==> config.mk <==
export PLATFORM = sky130hd
export DESIGN_NAME = ppwb_top
export DESIGN_NICKNAME = d
export VERILOG_FILES = /design/src/rtl/ppwb_pkg.sv /design/src/rtl/ppwb_regs.sv /design/src/rtl/ppwb_buf.sv /design/src/rtl/ppwb_seq.sv /design/src/rtl/ppwb_top.sv
export SDC_FILE = /design/constraint.sdc
export NUM_CORES = 1
export LEC_CHECK = 0
export BUFFER_PORTS_ARGS = -buffer_cell sky130_fd_sc_hd__buf_2
export CORE_MARGIN = 2
export CORE_UTILIZATION = 32
export CTS_BUF_LIST = sky130_fd_sc_hd__clkbuf_8
export CTS_CLUSTER_DIAMETER = 150
export DETAILED_ROUTE_END_ITERATION = 7
export RECOVER_POWER = 50
export SLEW_MARGIN = 20
export SYNTH_ARGS = -nofsm -noshare
export SYNTH_HDL_FRONTEND = slang
export SYNTH_HIERARCHICAL = 1
export SYNTH_SLANG_ARGS = --single-unit
export TNS_END_PERCENT = 30
==> constraint.sdc <==
create_clock -name clk_i -period 4.4 [get_ports clk_i]
set_input_delay 0.22 -clock clk_i [delete_from_list [all_inputs] [get_ports clk_i]]
set_output_delay 0.22 -clock clk_i [all_outputs]
set_load 0.05 [all_outputs]
==> src/rtl/ppwb_pkg.sv <==
package ppwb_pkg;
  localparam int unsigned REG_AW = 8;
  localparam int unsigned REG_DW = 32;

  localparam logic [REG_AW-1:0] OFS_CMD  = 8'h00;
  localparam logic [REG_AW-1:0] OFS_DATA = 8'h04;
  localparam logic [REG_AW-1:0] OFS_CFG  = 8'h08;
  localparam logic [REG_AW-1:0] OFS_AMOD = 8'h0C;
  localparam logic [REG_AW-1:0] OFS_AB0  = 8'h10;
  localparam logic [REG_AW-1:0] OFS_AB1  = 8'h14;
  localparam logic [REG_AW-1:0] OFS_AB2  = 8'h18;
  localparam logic [REG_AW-1:0] OFS_AB3  = 8'h24;

  localparam int unsigned CMD_PROG_BIT = 4;
  localparam int unsigned AMOD_4B_BIT  = 4;
  localparam logic [7:0]  OP_PAGE_PROG = 8'h02;

  function automatic logic [REG_AW-1:0] addr_byte_ofs(input int unsigned idx);
    case (idx)
      0:       return OFS_AB0;
      1:       return OFS_AB1;
      2:       return OFS_AB2;
      default: return OFS_AB3;
    endcase
  endfunction
endpackage

==> src/rtl/ppwb_regs.sv <==
module ppwb_regs
  import ppwb_pkg::*;
(
  input  logic              clk_i,
  input  logic              rst_ni,
  input  logic              we_i,
  input  logic [REG_AW-1:0] addr_i,
  input  logic [REG_DW-1:0] wdata_i,
  input  logic              seq_done_i,
  output logic [REG_DW-1:0] rdata_o,
  output logic              buf_mode_o,
  output logic              addr4_o,
  output logic [3:0][7:0]   start_addr_o,
  output logic              start_o,
  output logic              busy_o,
  output logic              data_we_o,
  output logic              ptr_clr_o
);
  logic            mode_req_q, buf_mode_q, addr4_q, busy_q;
  logic            mode_req_d, buf_mode_d;
  logic [3:0][7:0] adr_q;
  logic            wr_cmd, wr_cfg, wr_amod, wr_data;

  assign wr_cmd  = we_i && (addr_i == OFS_CMD);
  assign wr_cfg  = we_i && (addr_i == OFS_CFG);
  assign wr_amod = we_i && (addr_i == OFS_AMOD);
  assign wr_data = we_i && (addr_i == OFS_DATA);

  assign mode_req_d = wr_cfg ? wdata_i[0] : mode_req_q;
  // mode change is held off while the buffer is being drained
  assign buf_mode_d = (busy_q && !seq_done_i) ? buf_mode_q : mode_req_d;

  assign start_o   = wr_cmd && wdata_i[CMD_PROG_BIT] && buf_mode_q && !busy_q;
  assign data_we_o = wr_data && buf_mode_q && !busy_q;
  assign ptr_clr_o = (buf_mode_d && !buf_mode_q) || seq_done_i;

  always_ff @(posedge clk_i or negedge rst_ni) begin
    if (!rst_ni) begin
      mode_req_q <= 1'b0;
      buf_mode_q <= 1'b0;
      addr4_q    <= 1'b0;
      busy_q     <= 1'b0;
    end else begin
      mode_req_q <= mode_req_d;
      buf_mode_q <= buf_mode_d;
      if (wr_amod) addr4_q <= wdata_i[AMOD_4B_BIT];
      if (start_o) busy_q <= 1'b1;
      else if (seq_done_i) busy_q <= 1'b0;
    end
  end

  for (genvar g = 0; g < 4; g++) begin : g_adr
    always_ff @(posedge clk_i or negedge rst_ni) begin
      if (!rst_ni) adr_q[g] <= '0;
      else if (we_i && (addr_i == addr_byte_ofs(g))) adr_q[g] <= wdata_i[7:0];
    end
  end

  always_comb begin
    rdata_o = '0;
    case (addr_i)
      OFS_CMD:  rdata_o[CMD_PROG_BIT] = busy_q;
      OFS_CFG:  rdata_o[0] = buf_mode_q;
      OFS_AMOD: rdata_o[AMOD_4B_BIT] = addr4_q;
      OFS_AB0:  rdata_o[7:0] = adr_q[0];
      OFS_AB1:  rdata_o[7:0] = adr_q[1];
      OFS_AB2:  rdata_o[7:0] = adr_q[2];
      OFS_AB3:  rdata_o[7:0] = adr_q[3];
      default:  rdata_o = '0;
    endcase
  end

  assign buf_mode_o   = buf_mode_q;
  assign addr4_o      = addr4_q;
  assign start_addr_o = adr_q;
  assign busy_o       = busy_q;
endmodule

==> src/rtl/ppwb_buf.sv <==
module ppwb_buf #(
  parameter int unsigned PAGE_BYTES = 128,
  parameter int unsigned WORD_W     = 32,
  localparam int unsigned WORD_BYTES = WORD_W / 8,
  localparam int unsigned NUM_WORDS  = PAGE_BYTES / WORD_BYTES,
  localparam int unsigned PTR_W      = $clog2(NUM_WORDS),
  localparam int unsigned LANE_W     = $clog2(WORD_BYTES),
  localparam int unsigned BIDX_W     = $clog2(PAGE_BYTES)
) (
  input  logic              clk_i,
  input  logic              rst_ni,
  input  logic              wr_en_i,
  input  logic [WORD_W-1:0] wdata_i,
  input  logic              ptr_clr_i,
  input  logic [BIDX_W-1:0] rd_idx_i,
  output logic [7:0]        rd_byte_o
);
  logic [WORD_W-1:0] mem_q [NUM_WORDS];
  logic [PTR_W-1:0]  ptr_q;
  logic [PTR_W-1:0]  rd_word;
  logic [LANE_W-1:0] rd_lane;

  always_ff @(posedge clk_i or negedge rst_ni) begin
    if (!rst_ni)        ptr_q <= '0;
    else if (ptr_clr_i) ptr_q <= '0;
    else if (wr_en_i)   ptr_q <= ptr_q + 1'b1;  // wraps at NUM_WORDS
  end

  always_ff @(posedge clk_i) begin
    if (wr_en_i && !ptr_clr_i) mem_q[ptr_q] <= wdata_i;
  end

  assign rd_word   = rd_idx_i[BIDX_W-1:LANE_W];
  assign rd_lane   = rd_idx_i[LANE_W-1:0];
  // little-endian lanes: lowest byte address in bits 7:0
  assign rd_byte_o = mem_q[rd_word][8*rd_lane +: 8];
endmodule

==> src/rtl/ppwb_seq.sv <==
module ppwb_seq
  import ppwb_pkg::*;
#(
  parameter int unsigned PAGE_BYTES = 128,
  localparam int unsigned BIDX_W = $clog2(PAGE_BYTES),
  localparam int unsigned CNT_W  = $clog2(PAGE_BYTES + 5) + 1
) (
  input  logic              clk_i,
  input  logic              rst_ni,
  input  logic              start_i,
  input  logic              addr4_i,
  input  logic [3:0][7:0]   start_addr_i,
  input  logic [7:0]        buf_byte_i,
  output logic [BIDX_W-1:0] buf_idx_o,
  output logic              done_o,
  output logic              sck_o,
  output logic              cs_no,
  output logic              mosi_o
);
  typedef enum logic {SEQ_IDLE, SEQ_SHIFT} seq_state_e;

  seq_state_e       state_q;
  logic             phase_q, a4_q;
  logic [2:0]       bit_q;
  logic [CNT_W-1:0] byte_q;
  logic [3:0][7:0]  adr_q;
  logic [7:0]       shreg_q, src_byte;
  logic [CNT_W-1:0] n_addr, nxt, last_idx, sel, data_off;
  logic             last_byte, byte_end;

  assign n_addr    = a4_q ? CNT_W'(4) : CNT_W'(3);
  assign nxt       = byte_q + CNT_W'(1);
  assign last_idx  = n_addr + CNT_W'(PAGE_BYTES);
  assign last_byte = (byte_q == last_idx);
  assign sel       = n_addr - nxt;
  assign data_off  = byte_q - n_addr;
  assign buf_idx_o = data_off[BIDX_W-1:0];
  assign byte_end  = (state_q == SEQ_SHIFT) && phase_q && (bit_q == 3'd0);
  assign done_o    = byte_end && last_byte;

  always_comb begin
    if (nxt <= n_addr) src_byte = adr_q[sel[1:0]];  // address MSB first
    else               src_byte = buf_byte_i;
  end

  always_ff @(posedge clk_i or negedge rst_ni) begin
    if (!rst_ni) begin
      state_q <= SEQ_IDLE;
      phase_q <= 1'b0;
      a4_q    <= 1'b0;
      bit_q   <= 3'd7;
      byte_q  <= '0;
      adr_q   <= '0;
      shreg_q <= '0;
    end else if (state_q == SEQ_IDLE) begin
      if (start_i) begin
        state_q <= SEQ_SHIFT;
        phase_q <= 1'b0;
        bit_q   <= 3'd7;
        byte_q  <= '0;
        a4_q    <= addr4_i;
        adr_q   <= start_addr_i;
        shreg_q <= OP_PAGE_PROG;
      end
    end else begin
      phase_q <= !phase_q;
      if (phase_q) begin
        if (bit_q != 3'd0) begin
          bit_q   <= bit_q - 3'd1;
          shreg_q <= {shreg_q[6:0], 1'b0};
        end else if (last_byte) begin
          state_q <= SEQ_IDLE;
        end else begin
          bit_q   <= 3'd7;
          byte_q  <= nxt;
          shreg_q <= src_byte;
        end
      end
    end
  end

  assign sck_o  = phase_q;
  assign cs_no  = (state_q == SEQ_IDLE);
  assign mosi_o = shreg_q[7];
endmodule

==> src/rtl/ppwb_top.sv <==
module ppwb_top
  import ppwb_pkg::*;
#(
  parameter int unsigned PAGE_BYTES = 128,
  localparam int unsigned BIDX_W = $clog2(PAGE_BYTES)
) (
  input  logic              clk_i,
  input  logic              rst_ni,
  input  logic              reg_we_i,
  input  logic [REG_AW-1:0] reg_addr_i,
  input  logic [REG_DW-1:0] reg_wdata_i,
  output logic [REG_DW-1:0] reg_rdata_o,
  output logic              spi_sck_o,
  output logic              spi_cs_no,
  output logic              spi_mosi_o
);
  logic              buf_mode, addr4, start, busy, data_we, ptr_clr, seq_done;
  logic [3:0][7:0]   start_addr;
  logic [BIDX_W-1:0] buf_idx;
  logic [7:0]        buf_byte;

  ppwb_regs u_regs (
    .clk_i        (clk_i),
    .rst_ni       (rst_ni),
    .we_i         (reg_we_i),
    .addr_i       (reg_addr_i),
    .wdata_i      (reg_wdata_i),
    .seq_done_i   (seq_done),
    .rdata_o      (reg_rdata_o),
    .buf_mode_o   (buf_mode),
    .addr4_o      (addr4),
    .start_addr_o (start_addr),
    .start_o      (start),
    .busy_o       (busy),
    .data_we_o    (data_we),
    .ptr_clr_o    (ptr_clr)
  );

  ppwb_buf #(.PAGE_BYTES(PAGE_BYTES), .WORD_W(REG_DW)) u_buf (
    .clk_i     (clk_i),
    .rst_ni    (rst_ni),
    .wr_en_i   (data_we),
    .wdata_i   (reg_wdata_i),
    .ptr_clr_i (ptr_clr),
    .rd_idx_i  (buf_idx),
    .rd_byte_o (buf_byte)
  );

  ppwb_seq #(.PAGE_BYTES(PAGE_BYTES)) u_seq (
    .clk_i        (clk_i),
    .rst_ni       (rst_ni),
    .start_i      (start),
    .addr4_i      (addr4),
    .start_addr_i (start_addr),
    .buf_byte_i   (buf_byte),
    .buf_idx_o    (buf_idx),
    .done_o       (seq_done),
    .sck_o        (spi_sck_o),
    .cs_no        (spi_cs_no),
    .mosi_o       (spi_mosi_o)
  );
endmodule

**Word level (Yosys, flattened, before mapping)**

Memories as Yosys holds them, arrays and structs flattened.
Index checks and enable logic that the tools add are counted.

- Divide/modulo/power cells: 0
- Magnitude comparators: 2
- Mux-type cells: 38
- Multiply operators: 0
- Equality and inequality tests: 12
- Reduce and logical (&&, ||, !) cells: 34
- Shift-type cells: 1
- Add/subtract/negate cells: 6
- Bitwise logic cells: 1

Operators with widths:

| operator | count |
|---|---|
| $mux W8 | 7 |
| $mux W9 | 5 |
| $shiftx A32 B6 Y8 | 1 |
| $eq A8 B5 Y1 const B | 3 |
| $pmux W3 S4 | 2 |
| $logic_and A1 B1 Y1 | 19 |
| $mux W3 | 6 |
| $bmux W8 S2 | 1 |
| $eq A8 B4 Y1 const B | 2 |
| $mux W1 | 13 |
| $mux W5 | 2 |
| $add A3 B8 Y9 const B | 1 |
| $add A9 B1 Y9 const B | 1 |
| $eq A9 B9 Y1 | 1 |
| $le A9 B3 Y1 | 1 |
| $eq A8 B3 Y1 const B | 1 |
| $eq A8 B6 Y1 const B | 1 |
| $logic_not A8 Y1 | 1 |
| $sub A7 B3 Y7 | 1 |
| $ne A2 B2 Y1 const B | 3 |
| $pmux W1 S6 | 1 |
| $reduce_bool A2 Y1 | 3 |
| $add A5 B1 Y5 const B | 1 |
| $logic_not A1 Y1 | 5 |
| other kinds (12) | 12 |

- Input bits: 43
- Output and inout bits: 35
- Latch bits: 0
- Register bits: 96
- Word-level logic and storage cells: 114
- Bits in read-only memories: 0
- Bits in writable memories: 1,024
- Memories: 1

Memory list:

| memory | depth | bits a word | rd ports | clocked after memory_dff | write ports | RTL line | source |
|---|---|---|---|---|---|---|---|
| u_buf.mem_q | 32 | 32 | 1 | 0 | 1 | ppwb_buf.sv:18 | `logic [WORD_W-1:0] mem_q [NUM_WORDS];` |

**Depth between registers and ports, before layout**

- Word-level depth: 13
- Gate-level depth with buffers: 14
- Depth with buffers taken out: 12

**Hierarchy**

Netlist, hierarchy kept.

By module, submodules not included:

| module | area each (um^2) | times used | cells an instance |
|---|---|---|---|
| ppwb_buf | 39,236.4 | 1 | 1,519 |
| ppwb_seq | 3,195.6 | 1 | 337 |
| ppwb_regs | 2,069.5 | 1 | 171 |

**Least setup slack after synthesis**

OpenSTA, ideal clock, no wires.

- Path kind: register -> register
- Start: register u_seq.a4_q
- End: register u_seq.shreg_q[0]
- Data arrival time: 4.366 ns
- Stages on the path, launching flop included: 15
- Clock period less this slack: 4.492 ns
- Path buffers: 2
- Setup slack: -0.092 ns
- Path through: dfrtp_1 > inv_1 > ha_1 > inv_1 > fa_1 > a211oi_1 > xor2_1 > clkbuf_1 > buf_1 > mux4_2 > mux4_2 > mux4_2 > mux2_2 > and2_1 > a221o_1

- Longest elaborated chain between the ends: 9
- Elaborated cells between the ends (all ways): 17

RTL lines:

| what | RTL line | source |
|---|---|---|
| start: declaration | ppwb_seq.sv:23 | `logic phase_q, a4_q;` |
| start signal: assignment | ppwb_seq.sv:61 | `a4_q <= addr4_i;` |
| $mux W3 | ppwb_seq.sv:31 | `assign n_addr = a4_q ? CNT_W'(4) : CNT_W'(3);` |
| $sub A7 B3 Y7 | ppwb_seq.sv:36 | `assign data_off = byte_q - n_addr;` |
| net buf_idx[4] | ppwb_top.sv:19 | `logic [BIDX_W-1:0] buf_idx;` |
| $mem_v2 Z32 W32 | n/a |  |
| $shiftx A32 B6 Y8 | ppwb_buf.sv:36 | `assign rd_byte_o = mem_q[rd_word][8*rd_lane +: 8];` |
| net buf_byte[0] | ppwb_top.sv:20 | `logic [7:0] buf_byte;` |
| $mux W8 | ppwb_seq.sv:42 | `if (nxt <= n_addr) src_byte = adr_q[sel[1:0]];` |
| $mux W8 | ppwb_seq.sv:71 | `end else if (last_byte) begin` |
| $mux W8 | ppwb_seq.sv:68 | `if (bit_q != 3'd0) begin` |
| $mux W8 | ppwb_seq.sv:67 | `if (phase_q) begin` |
| $mux W8 | ppwb_seq.sv:55 | `end else if (state_q == SEQ_IDLE) begin` |
| end signal: assignment | ppwb_seq.sv:70 | `shreg_q <= {shreg_q[6:0], 1'b0};` |
| end signal: assignment | ppwb_seq.sv:76 | `shreg_q <= src_byte;` |
| end: declaration | ppwb_seq.sv:27 | `logic [7:0] shreg_q, src_byte;` |

The timed path passes the listed nets, and every way through them passes these cells. The select of a mux whose other input is x is not followed.
A chain may end at the register's enable or synchronous reset.

**Worst setup path after layout**

- Start: register u_seq.byte_q[0]
- End: register u_seq.shreg_q[4]

- Elaborated cells between the ends (all ways): 16

RTL lines:

| what | RTL line | source |
|---|---|---|
| start: declaration | ppwb_seq.sv:25 | `logic [CNT_W-1:0] byte_q;` |
| start signal: assignment | ppwb_seq.sv:75 | `byte_q <= nxt;` |
| $sub A7 B3 Y7 | ppwb_seq.sv:36 |  |
| net buf_idx[4] | ppwb_top.sv:19 |  |
| $mem_v2 Z32 W32 | n/a |  |
| $shiftx A32 B6 Y8 | ppwb_buf.sv:36 |  |
| net buf_byte[4] | ppwb_top.sv:20 |  |
| $mux W8 | ppwb_seq.sv:42 |  |
| $mux W8 | ppwb_seq.sv:71 |  |
| $mux W8 | ppwb_seq.sv:68 |  |
| $mux W8 | ppwb_seq.sv:67 |  |
| $mux W8 | ppwb_seq.sv:55 |  |

The timed path passes the listed nets, and every way through them passes these cells. The select of a mux whose other input is x is not followed.

==> reports/qor.txt <==
Comb pwr share -> 7.0%
num ports -> 78
Pwr Total -> 21.2 mW
clock sinks -> 1120
Rows -> 136
final core utilization -> 38.5%
Syn Inst Count -> 2027
core area -> 138000 um^2
GRT Total Usage -> 16.2%
Critical Path Fanout Max -> 11
post-place setup slack -> -0.160 ns
sequential element share of the synthesized area -> 74.5%
Routed Antenna Nets -> 0
Avg Synthesized Cell Area -> 22.0 um^2
reg-to-reg setup timing slack -> 0.01 ns
fraction of layout cells with a size suffix above 1 -> 35.7%
Seq cells post-synth -> 1120
RSZ-0062 raised after global routing -> yes
CP required -> 5.14 ns
peak supply drop -> 271 uV
Root Driver -> clkbuf_8
number of enable flip-flop cells after synthesis -> 1024
detail-routed via count per cell -> 5.22
failing checks -> max-capacitance violations, max-slew violations
hold slack -> 0.149 ns
clk_skew -> 0.0539 ns
CTS tree -> done
critical path capture point type -> flop
sequential fraction of design power -> 55.0%
Fmax -> 0.228 GHz
Main synth FF type -> edfxtp_1
Port Buffers -> 53
DP Wirelength -> 66600 um
gpl congestion -> 0.818
initial antenna violation count -> 3
Wirelength per Cell -> 26.3 um
# H-tree levels -> 4
Max-Cap Viols -> 7
worst slew pin tran -> 2.19 ns
drt pass-1 iters -> 5
chip height -> 377 um
DRT Wirelength -> 114000 um
wire length of the first global-routing pass -> 166000 um
Pleak -> 17.6 nW
Worst Setup Start Kind -> flop
endpoints failing setup -> 0
Sw Pwr -> 4.90 mW
CP Data Arrival Time -> 5.13 ns
die area -> 142000 um^2
largest net degree at the start of global routing -> 57
min Tclk post-route -> 4.39 ns
Yosys cell types -> 73
Setup CP Type -> reg2reg
total gr overflow -> 0
clk_lat worst skew -> 0.89 ns
cts bufs inserted -> 170
clock share of power -> 38.0%
fraction of registers with async set/reset -> 8.57%
Internal -> 16.3 mW
DRC errors left -> 0
Hold Fails Final Rpt -> 0
PwrDens -> 399 nW/um^2
status -> complete, but fails checks
vias in the first global route -> 23500
Initial Util -> 32.3%
Final Slew Violations -> 264
Ys Warns -> 6
die width -> 377 um
via count -> 22600
Area Overhead vs Synth -> 19.4%
Max Root-Sink Buffers -> 3
slew margin rel. -> -46.0%
Iter 0 DRT Violations -> 2127
fin crit share -> 99.8%
Hold Path Class -> in2reg
Reg clk slew, reported paths -> 0.07 ns
Syn Std Cell Area -> 44500 um^2
post-route setup slack -> 0.00975 ns
final-stage net count -> 2456
net switching fraction of the power -> 23.1%
-- cell usage in the layout, fill, tap and decap left out, types with 5 or more instances in the layout --
cell type	n
xor2_1	6
mux4_2	344
o21ai_1	5
mux2i_1	10
o211ai_1	9
buf_2	20
buf_12	67
nor2b_1	5
o21ai_0	9
nor2_1	22
nor2_4	34
and3_1	6
nand4_1	7
nand3_1	9
a31oi_1	6
buf_6	14
buf_4	105
a22o_1	6
mux2_2	37
clkbuf_1	34
buf_16	8
conb_1	24
buf_8	5
nand2_1	130
ha_1	12
edfxtp_1	1024
dlygate4sd3_1	49
mux2_4	7
clkinv_1	40
inv_8	5
a221oi_2	6
clkinv_2	17
clkbuf_8	174
inv_1	69
nor3_1	5
dfrtp_1	93
o2bb2ai_1	6
-- stage by stage --
step / instance area, um^2 / std cells / setup TNS (ns)
3_3_place_gp: 48600 / 3921 / -0.833
2_1_floorplan: 44600 / 2050 / 0
4_1_cts: 53000 / 4319 / -0.0638
6_report: 53100 / 4333 / 0
5_1_grt: 53100 / 4333 / -0.385
3_5_place_dp: 48600 / 3921 / -0.498
-- layout make-up --
cell class                 instances  area (um^2)
fill                           12200        84700
sequential                      1120        33200
multi-input combinational        787        11100
timing repair buffer             305         3360
clock buffer                     174         2390
tap                             1794         2240
clock inverter                   138          798
inverter                          14         52.6
antenna                            1         2.50
-- timing repair --
| item | CTS | global route |
|---|---|---|
| pin swaps | 8 | 8 |
| gates resized for setup | 53 | 18 |
| hold endpoints to repair | 1101 | 0 |
| buffers inserted | 28 | 17 |
| gates cloned | 9 | 1 |
| hold buffers | 50 | 0 |
| endpoints found under the setup margin | 8 | 8 |
-- worst max-delay path, cell delays in order, from the launching register on --
cell	delay [ns]
dfrtp_1	0.39
inv_2	0.09
ha_4	0.14
inv_2	0.04
fa_2	0.36
a211oi_2	0.25
buf_4	0.18
xor2_4	0.23
buf_12	0.20
buf_6	0.12
buf_12	0.09
buf_16	0.13
mux4_2	0.32
mux4_2	0.52
mux4_2	0.59
mux2_4	0.31
a311oi_2	0.26
a221oi_2	0.05
-- sequential cells by signal, indices dropped and copies added (netlist names) --
register / count
u_buf/mem_q: 1024
u_regs/start_addr_o: 32
u_seq/adr_q: 32
u_seq/byte_q: 9
u_seq/shreg_q: 8
u_buf/ptr_q: 5
u_seq/bit_q: 3
u_regs/addr4_o: 1
u_regs/buf_mode_o: 1
u_regs/busy_o: 1
u_regs/mode_req_q: 1
u_seq/a4_q: 1
u_seq/sck_o: 1
u_seq/state_q: 1
-- metal layers --
layer | global-route usage [%] | vias to the layer above | share of wire [%]
met5 | 0 | - | 0.011
met4 | 5.21 | 2 | 2.6
met3 | 2.84 | 179 | 5.8
met2 | 26.7 | 841 | 50
met1 | 21.7 | 12400 | 42
li1 | - | 9240 | -
-- logic make-up after synthesis --
family | Yosys count | synth area share [%]
other | 1 | 0.00843
AO/OA/AOI/OAI | 77 | 1.52
flip-flops | 1120 | 74.5
AND/OR/NAND/NOR | 259 | 2.87
multiplexers | 398 | 18.7
buffers and inverters | 143 | 1.64
XOR/XNOR | 14 | 0.276
adder cells (fa/ha/maj) | 15 | 0.439
-- power groups by stage --
stage | Combinational (mW) | Clock (mW) | Sequential [mW]
after detailed placement | 1.34 | 0 | 11.9
after global placement | 1.31 | 0 | 11.9
final | 1.48 | 8.05 | 11.7
after CTS | 1.48 | 8.28 | 11.7
after floorplan | 0.803 | 0 | 11.9
after global routing | 1.57 | 8.74 | 11.7
-- cells in the mapped netlist, drive strengths merged, types with 7 or more instances --
cell type | n | area, um^2
dfrtp | 93 | 2330
o211ai | 9 | 67.6
o21ai | 14 | 70.1
clkbuf | 46 | 173
mux2i | 10 | 100
mux2 | 44 | 495
buf | 83 | 504
nand3 | 12 | 80.1
nor2 | 58 | 233
edfxtp | 1024 | 30700
mux4 | 344 | 7750
xor2 | 8 | 70.1
ha | 14 | 175
a311oi | 7 | 61.3
inv | 14 | 52.6
nand2 | 130 | 488
nand4 | 7 | 43.8
-- worst paths after layout --
path / from / endpoint / depth (start not counted)
max: u_seq/byte_q[0] / u_seq/shreg_q[4] / 17
min: reg_addr_i[7] / u_buf/ptr_q[4] / 6
max reg2reg: u_seq/byte_q[0] / u_seq/shreg_q[4] / 17
min reg2reg: u_seq/adr_q[29] / u_seq/adr_q[29] / 2
max in group asynchronous: rst_ni / u_regs/start_addr_o[18] / 4
min in group asynchronous: rst_ni / u_seq/bit_q[1] / 3
No activity file was read; power rests on OpenSTA's default activity.
